File: src/rtl/tmr_edge_clr.sv
module tmr_edge_clr #(
  parameter int WIDTH = 32
) (
  input  logic             clk,
  input  logic             rst_n,
  input  logic             en,
  input  logic [3:0]       cap_in,
  input  logic             wr_en,
  input  logic [1:0]       wr_addr,
  input  logic [WIDTH-1:0] wr_data,
  input  logic [1:0]       rd_addr,
  output logic [WIDTH-1:0] rd_data
);

  logic [7:0]       ctrl;
  logic [WIDTH-1:0] lim, cnt, pre;
  logic [3:0]       s1, s2, dly;

  wire [1:0] mode     = ctrl[1:0];
  wire [1:0] src      = ctrl[3:2];
  wire       clr_on   = ctrl[4];
  wire       clr_fall = ctrl[5];
  wire [1:0] clr_ch   = ctrl[7:6];

  wire [3:0] rise = s2 & ~dly;
  wire [3:0] fall = ~s2 & dly;

  wire timer_mode = (mode == 2'd0);
  wire pre_hit    = (pre == lim);
  wire cnt_edge   = (mode[0] & rise[src]) | (mode[1] & fall[src]);
  wire clr_evt    = clr_on & (clr_fall ? fall[clr_ch] : rise[clr_ch]);
  wire inc        = en & (timer_mode ? pre_hit : cnt_edge);
  wire cnt_wr     = wr_en & (wr_addr == 2'd2);

  always_ff @(posedge clk) begin
    if (!rst_n) begin
      ctrl <= '0;
      lim  <= '0;
      cnt  <= '0;
      pre  <= '0;
      s1   <= '0;
      s2   <= '0;
      dly  <= '0;
    end else begin
      s1  <= cap_in;
      s2  <= s1;
      dly <= s2;
      if (wr_en && wr_addr == 2'd0) ctrl <= wr_data[7:0];
      if (wr_en && wr_addr == 2'd1) lim  <= wr_data;
      if (cnt_wr)       cnt <= wr_data;
      else if (clr_evt) cnt <= '0;
      else if (inc)     cnt <= cnt + 1'b1;
      if (clr_evt) pre <= '0;
      else if (en && timer_mode) pre <= pre_hit ? '0 : pre + 1'b1;
    end
  end

  always_comb begin
    case (rd_addr)
      2'd0:    rd_data = {{(WIDTH-8){1'b0}}, ctrl};
      2'd1:    rd_data = lim;
      2'd2:    rd_data = cnt;
      default: rd_data = pre;
    endcase
  end


  clear_zeroes_chk: assert property (@(posedge clk) disable iff (!rst_n)
    (clr_evt && !cnt_wr) |=> (cnt == '0 && pre == '0));


  clear_beats_count_chk: assert property (@(posedge clk) disable iff (!rst_n)
    (clr_evt && inc && !cnt_wr) |=> (cnt == '0));


  timer_step_chk: assert property (@(posedge clk) disable iff (!rst_n)
    (en && timer_mode && pre_hit && !clr_evt && !cnt_wr) |=> (cnt == $past(cnt) + 1'b1 && pre == '0));


  prescale_step_chk: assert property (@(posedge clk) disable iff (!rst_n)
    (en && timer_mode && !pre_hit && !clr_evt) |=> (pre == $past(pre) + 1'b1));


  hold_when_off_chk: assert property (@(posedge clk) disable iff (!rst_n)
    (!en && !clr_evt && !cnt_wr) |=> ($stable(cnt) && $stable(pre)));


  counter_mode_prescale_hold_chk: assert property (@(posedge clk) disable iff (!rst_n)
    (!timer_mode && !clr_evt) |=> $stable(pre));


  clear_disabled_chk: assert property (@(posedge clk) disable iff (!rst_n)
    (!clr_on && !inc && !cnt_wr) |=> $stable(cnt));

endmodule

File: config.mk
export PLATFORM = sky130hd
export DESIGN_NAME = tmr_edge_clr
export DESIGN_NICKNAME = d
export VERILOG_FILES = /design/src/rtl/tmr_edge_clr.sv
export SDC_FILE = /design/constraint.sdc
export NUM_CORES = 1
export LEC_CHECK = 0
export BUFFER_PORTS_ARGS = -buffer_cell sky130_fd_sc_hd__buf_2
export CAP_MARGIN = 40
export CORE_ASPECT_RATIO = 0.7
export CORE_UTILIZATION = 50
export DETAILED_ROUTE_END_ITERATION = 10
export GPL_ROUTABILITY_DRIVEN = 0
export PLACE_DENSITY = 0.71
export SYNTH_ARGS = -nofsm -noshare
export SYNTH_HDL_FRONTEND = slang
export SYNTH_SLANG_ARGS = --single-unit
File: constraint.sdc
create_clock -name clk -period 2.1 [get_ports clk]
set_clock_uncertainty 0.2 [all_clocks]
set_input_delay 0.315 -clock clk [delete_from_list [all_inputs] [get_ports clk]]
set_output_delay 0.315 -clock clk [all_outputs]
set_load 0.02 [all_outputs]
* Yosys cells after proc, flatten, opt, wreduce, memory -nomap -nowiden
Cells that the tools add are included.
** Operators by class
- $add $sub $neg :: 2
- $lt $le $gt $ge :: 2
- Equality and inequality tests :: 5
- Muxes and demuxes :: 15
- Bitwise gates (word level) :: 11
- Reductions and logical operators :: 8
** Operator list (count)
- $mux W32 :: 4
- $pmux W32 S3 :: 1
- $add A32 B1 Y32 const B :: 2
- $eq A32 B32 Y1 :: 1
- $and A4 B4 Y4 :: 2
- $bmux W1 S2 :: 4
- $not A4 Y4 :: 2
- $logic_not A2 Y1 :: 3
- $lt A2 B3 Y1 const B :: 2
- $mux W1 :: 6
- $and A1 B1 Y1 :: 5
- $eq A2 B1 Y1 const B :: 2
- $eq A2 B2 Y1 const B :: 2
- $logic_and A1 B1 Y1 :: 3
- $reduce_bool A3 Y1 :: 1
- $reduce_or A2 Y1 :: 1
- $not A1 Y1 :: 1
- $or A1 B1 Y1 :: 1
** Word-level totals
- Flip-flop bits (word level) :: 116
- Bits of input ports :: 44
- Output and inout bits :: 32
- Word-level logic and storage cells :: 50

* Logic depth before layout (Yosys ltp)
- Word-level depth :: 11
- Mapped depth :: 9
- Gate-level depth less buffers :: 8

* Least setup slack after synthesis
No wires, ideal clock.
- Kind :: flip-flop to flip-flop
- Start point :: register ctrl[0]
- End point :: register cnt[27]
- Library setup time :: 0.124 ns
- Data arrival time :: 1.917 ns
- Required time :: 1.776 ns
- Slack :: -0.141 ns
- Stages on the path, launching flop included :: 9
- Path buffers :: 1
- Period minus slack after synthesis :: 2.241 ns
- Cells stage by stage :: dfxtp_1 nor3b_4 nand4_1 nor4_1 nand3_1 and2_0 buf_2 o41ai_2 a21oi_1
** Between the ends
- Longest elaborated chain between the ends :: 5
- Elaborated cells between the ends (all ways) :: 6
- Those cells by class :: mux: 1; bitwise: 3; reduce/logical: 2
** Ends and longest elaborated chain
- start, declared :: RTL line 15 : logic [7:0] ctrl;
- start signal, assigned :: RTL line 48 : if (wr_en && wr_addr == 2'd0) ctrl <= wr_data[7:0];
- $and A1 B1 Y1 :: RTL line 30 : wire cnt_edge = (mode[0] & rise[src]) | (mode[1] & fall[src]);
- $or A1 B1 Y1 :: RTL line 30
- $mux W1 * :: RTL line 32 : wire inc = en & (timer_mode ? pre_hit : cnt_edge);
- $and A1 B1 Y1 * :: RTL line 32
- $reduce_bool A3 Y1 (no line) *
- end signal, assigned :: RTL line 50 : if (cnt_wr) cnt <= wr_data;
- end signal, assigned :: RTL line 52 : else if (inc) cnt <= cnt + 1'b1;
- end, declared :: RTL line 16 : logic [WIDTH-1:0] lim, cnt, pre;
Mark *: on every way between the ends. The rest lies on a longest branch, timed or not.
A chain may end at the register's enable or synchronous reset.

* Final worst setup path
- Start point :: register cnt[1]
- End point :: register cnt[15]
** Between the ends
- Longest elaborated chain between the ends :: 4
** Ends and longest elaborated chain
- $add A32 B1 Y32 :: RTL line 52
- $mux W32 :: RTL line 52
- $mux W32 :: RTL line 51 : else if (clr_evt) cnt <= '0;
- $mux W32 :: RTL line 50
No other way between the ends. The select of a mux whose other input is x is not followed.

==> flow_metrics.env <==
export IMPL_status="complete, but fails checks"
export IMPL_violations="negative setup slack"
export IMPL_synthFlopType="dfxtp_1"
export IMPL_rrSetupSlack_ns=-0.40
export IMPL_synth_area_mm2=0.00633
export IMPL_clock_latency_ns=0.42
export IMPL_dieHeight_um=96.2
export IMPL_ios=76
export IMPL_synthArstFlopShare_pct=0
export IMPL_ys_warn_count=0
export IMPL_htree_levels=4
export IMPL_vias_per_cell=6.50
export IMPL_required_ns=2.18
export IMPL_power_internal_mw=4.60
export IMPL_critPathSlowestCell="nor4_4"
export IMPL_cp_startpoint="cnt[1]"
export IMPL_design_area_mm2=0.00967
export IMPL_ys_seq_elements=116
export IMPL_final_cell_mix="148 x buf_4, 122 x nand2_1, 100 x dfxtp_1"
export IMPL_period_needed_ns=2.50
export IMPL_cts_sinks=116
export IMPL_final_common_cell="buf_4"
export IMPL_port_buffers=75
export IMPL_ir_drop_mv=0.566
export IMPL_cts_buffer_depth=2
export IMPL_crit_path_max_incr_delay_ns=0.40
export IMPL_cellPowerDensity_mw_per_mm2=642
export IMPL_postRouteAntennaNets=0
export IMPL_max_slew_margin_pct=62.5
export IMPL_core_area_mm2=0.0120
export IMPL_area_growth_pct=52.7
export IMPL_startpoint_type="flip-flop"
export IMPL_grt_setup_unrepaired="yes"
export IMPL_grt_max_degree=39
export IMPL_syn_inst=754
export IMPL_synth_cell_types=54
export IMPL_worst_slack_ns=-0.395
export IMPL_critPathKind="reg -> reg"
export IMPL_final_nets=1055
export IMPL_fmax_mhz=401
export IMPL_post_place_ws_ns=-0.306
export IMPL_placed_area_mm2=0.00801
export IMPL_p_sw_share_pct=25.9
export IMPL_drt_wl_total_mm=27.3
export IMPL_min_from="wr_addr[0]"
export IMPL_cp_arrival_ns=2.57
export IMPL_crit_path_frequent_cell="buf_4"
export IMPL_dr_total_vias=7646
export IMPL_drt_iter0_markers=1366
export IMPL_layout_drive_gt1_share_pct=39.0
export IMPL_crit_path_max_fanout=4
export IMPL_r2r_start="cnt[1]"
export IMPL_avgSynthCellArea_um2=8.40
export IMPL_drc=0
export IMPL_antenna_cells=0
export IMPL_die_area_mm2=0.0131
export IMPL_fin_cells=1177
export IMPL_grt_ovfl_total=0
export IMPL_worstPathCellList="buf_4, nand4_1, nor4_4, buf_4, nand3_1, o21ai_0, a311oi_2"
export IMPL_clock_power_share_pct=46.9
export IMPL_initial_core_util_pct=52.7
export IMPL_hold_path_class="in -> reg"
export IMPL_dieWidth_um=137
export IMPL_synthTopCellsByArea="dfxtp_1 37%, nand2_1 7.4%, xnor2_1 5.7%"
export IMPL_leakagePower_nw=3.98
export IMPL_placementRows=33
export IMPL_drtPass1Iterations=6
export IMPL_grt_pass1_vias=6956
export IMPL_seq_power_share_pct=37.2
export IMPL_combPwrFrac_pct=15.9
export IMPL_p_sw_mw=1.61
export IMPL_cts_root_buf="clkbuf_16"
export IMPL_clkSlewWorstSetupHoldPaths_ns=0.05
export IMPL_period_share_pct=119
export IMPL_syn_nets=800
export IMPL_cp_end_kind="flip-flop"
export IMPL_synth_edff_count=0
export IMPL_nFillCells=667
export IMPL_power_mw=6.21
export IMPL_wl_per_cell_um=23.2
export IMPL_setup_viol=67
export IMPL_cts_tree="done"
export IMPL_place_hpwl_mm=16.1
export IMPL_synth_top_cell_area_share_pct=36.7
export IMPL_grt_pass1_wl_mm=36.9
export IMPL_drv_slew=0
export IMPL_max_cap_viol_count=0
export IMPL_final_hold_viol_count=0
export IMPL_place_inst=1091
export IMPL_cts_made_buffers=17
export IMPL_antenna_found_initial=0
export IMPL_yosysTopAreaCell="dfxtp_1"
export IMPL_worst_pin_slew_ns=0.562
export IMPL_track_usage_pct=37.9
export IMPL_ys_seq_area_share_pct=36.7
## per-stage QoR
step | TNS (ns) | util [%] | hold slack [ns]
after floorplan | -0.230 | - | 0.212
after global placement | -5.08 | 66.7 | 0.216
after detailed placement | -8.13 | 66.7 | 0.225
after CTS | -3.11 | 76.9 | 0.0982
after global routing | -21.52 | 80.5 | 0.147
final | -18.44 | 80.5 | 0.129
## what timing repair did
item / 4_1_cts / 5_1_grt
setup buffers: 11 / 7
pin swaps: 17 / 36
endpoints found under the hold margin: 48 / 0
hold buffers: 36 / 0
gates resized for setup: 46 / 76
setup endpoints to repair: 64 / 69
gates cloned: 2 / 3
## flip-flops by register name, summed over array words and instances, names as in the netlist
signal  count
s2          4
dly         4
ctrl        8
lim        32
pre        32
s1          4
cnt        32
## synthesized netlist by cell type, types with 2 or more instances
cell      instances
a211oi_1         11
a21o_1            3
a21oi_1          55
a221o_1           2
a22o_1           26
a311oi_1          5
a31oi_1          10
and2_1           22
and3_1           10
and4_1            2
buf_1             4
buf_2             8
clkbuf_1         35
dfxtp_1         116
ha_1              2
inv_1             6
mux2_2           21
mux2i_1           9
mux4_2           12
nand2_1         125
nand2b_1         10
nand3_1          33
nand4_1          15
nor2_1           60
nor2b_1           5
nor3_1           11
nor3b_1           2
nor4_1            3
nor4_2            2
o211ai_1          6
o21a_1            7
o21ai_0          22
o221a_1           7
o31ai_1           3
or2_2             2
xnor2_1          41
xor2_1           24
## power groups by stage
stage	sequential, mW	clock (mW)	combinational [mW]
2_1_floorplan	2.35	0	0.351
3_3_place_gp	2.34	0	0.681
3_5_place_dp	2.34	0	0.698
4_1_cts	2.30	2.87	0.825
5_1_grt	2.31	3.01	1.02
6_report	2.31	2.91	0.986
## kinds of logic after synthesis
| kind of cell | synth area share (%) |
|---|---|
| buf+inv | 3.36 |
| flops | 36.7 |
| mux | 9.43 |
| compound gates | 17.7 |
| simple gates | 23.5 |
| fa+ha+maj | 0.395 |
| xor+xnor | 8.99 |
## layout make-up
| type | instances | area [um^2] | share of cell area (%) |
|---|---|---|---|
| Clock buffer | 26 | 509 | 5.27 |
| Clock inverter | 4 | 70.1 | 0.725 |
| Inverter | 7 | 26.3 | 0.272 |
| Multi-Input combinational cell | 584 | 4250 | 44.0 |
| Sequential cell | 116 | 2350 | 24.3 |
| Tap cell | 157 | 196 | 2.03 |
| Timing Repair Buffer | 283 | 2270 | 23.5 |
## worst max-delay path: cells and delay by family (launching register included)
family,cells,cell delay (ns)
and+or+nand+nor,3,0.88
AOI/OAI and AO/OA,2,0.53
buffers and inverters,2,0.39
DFF,1,0.36
## per-layer routing
| metal | vias up | part of all wire [%] | global-route usage, % |
|---|---|---|---|
| met5 | - | 0 | 0 |
| met4 | 0 | 5.6 | 14.7 |
| met3 | 195 | 14 | 11.1 |
| met2 | 727 | 43 | 60.7 |
| met1 | 3525 | 37 | 48.3 |
| li1 | 3199 | - | - |
## worst paths after layout
check	end	cells after the start
worst max-delay path	cnt[15]	7
worst min-delay path	cnt[1]	4
worst max register to register	cnt[15]	7
worst min register to register	s2[3]	1
Power figures use the tool's default switching activity.
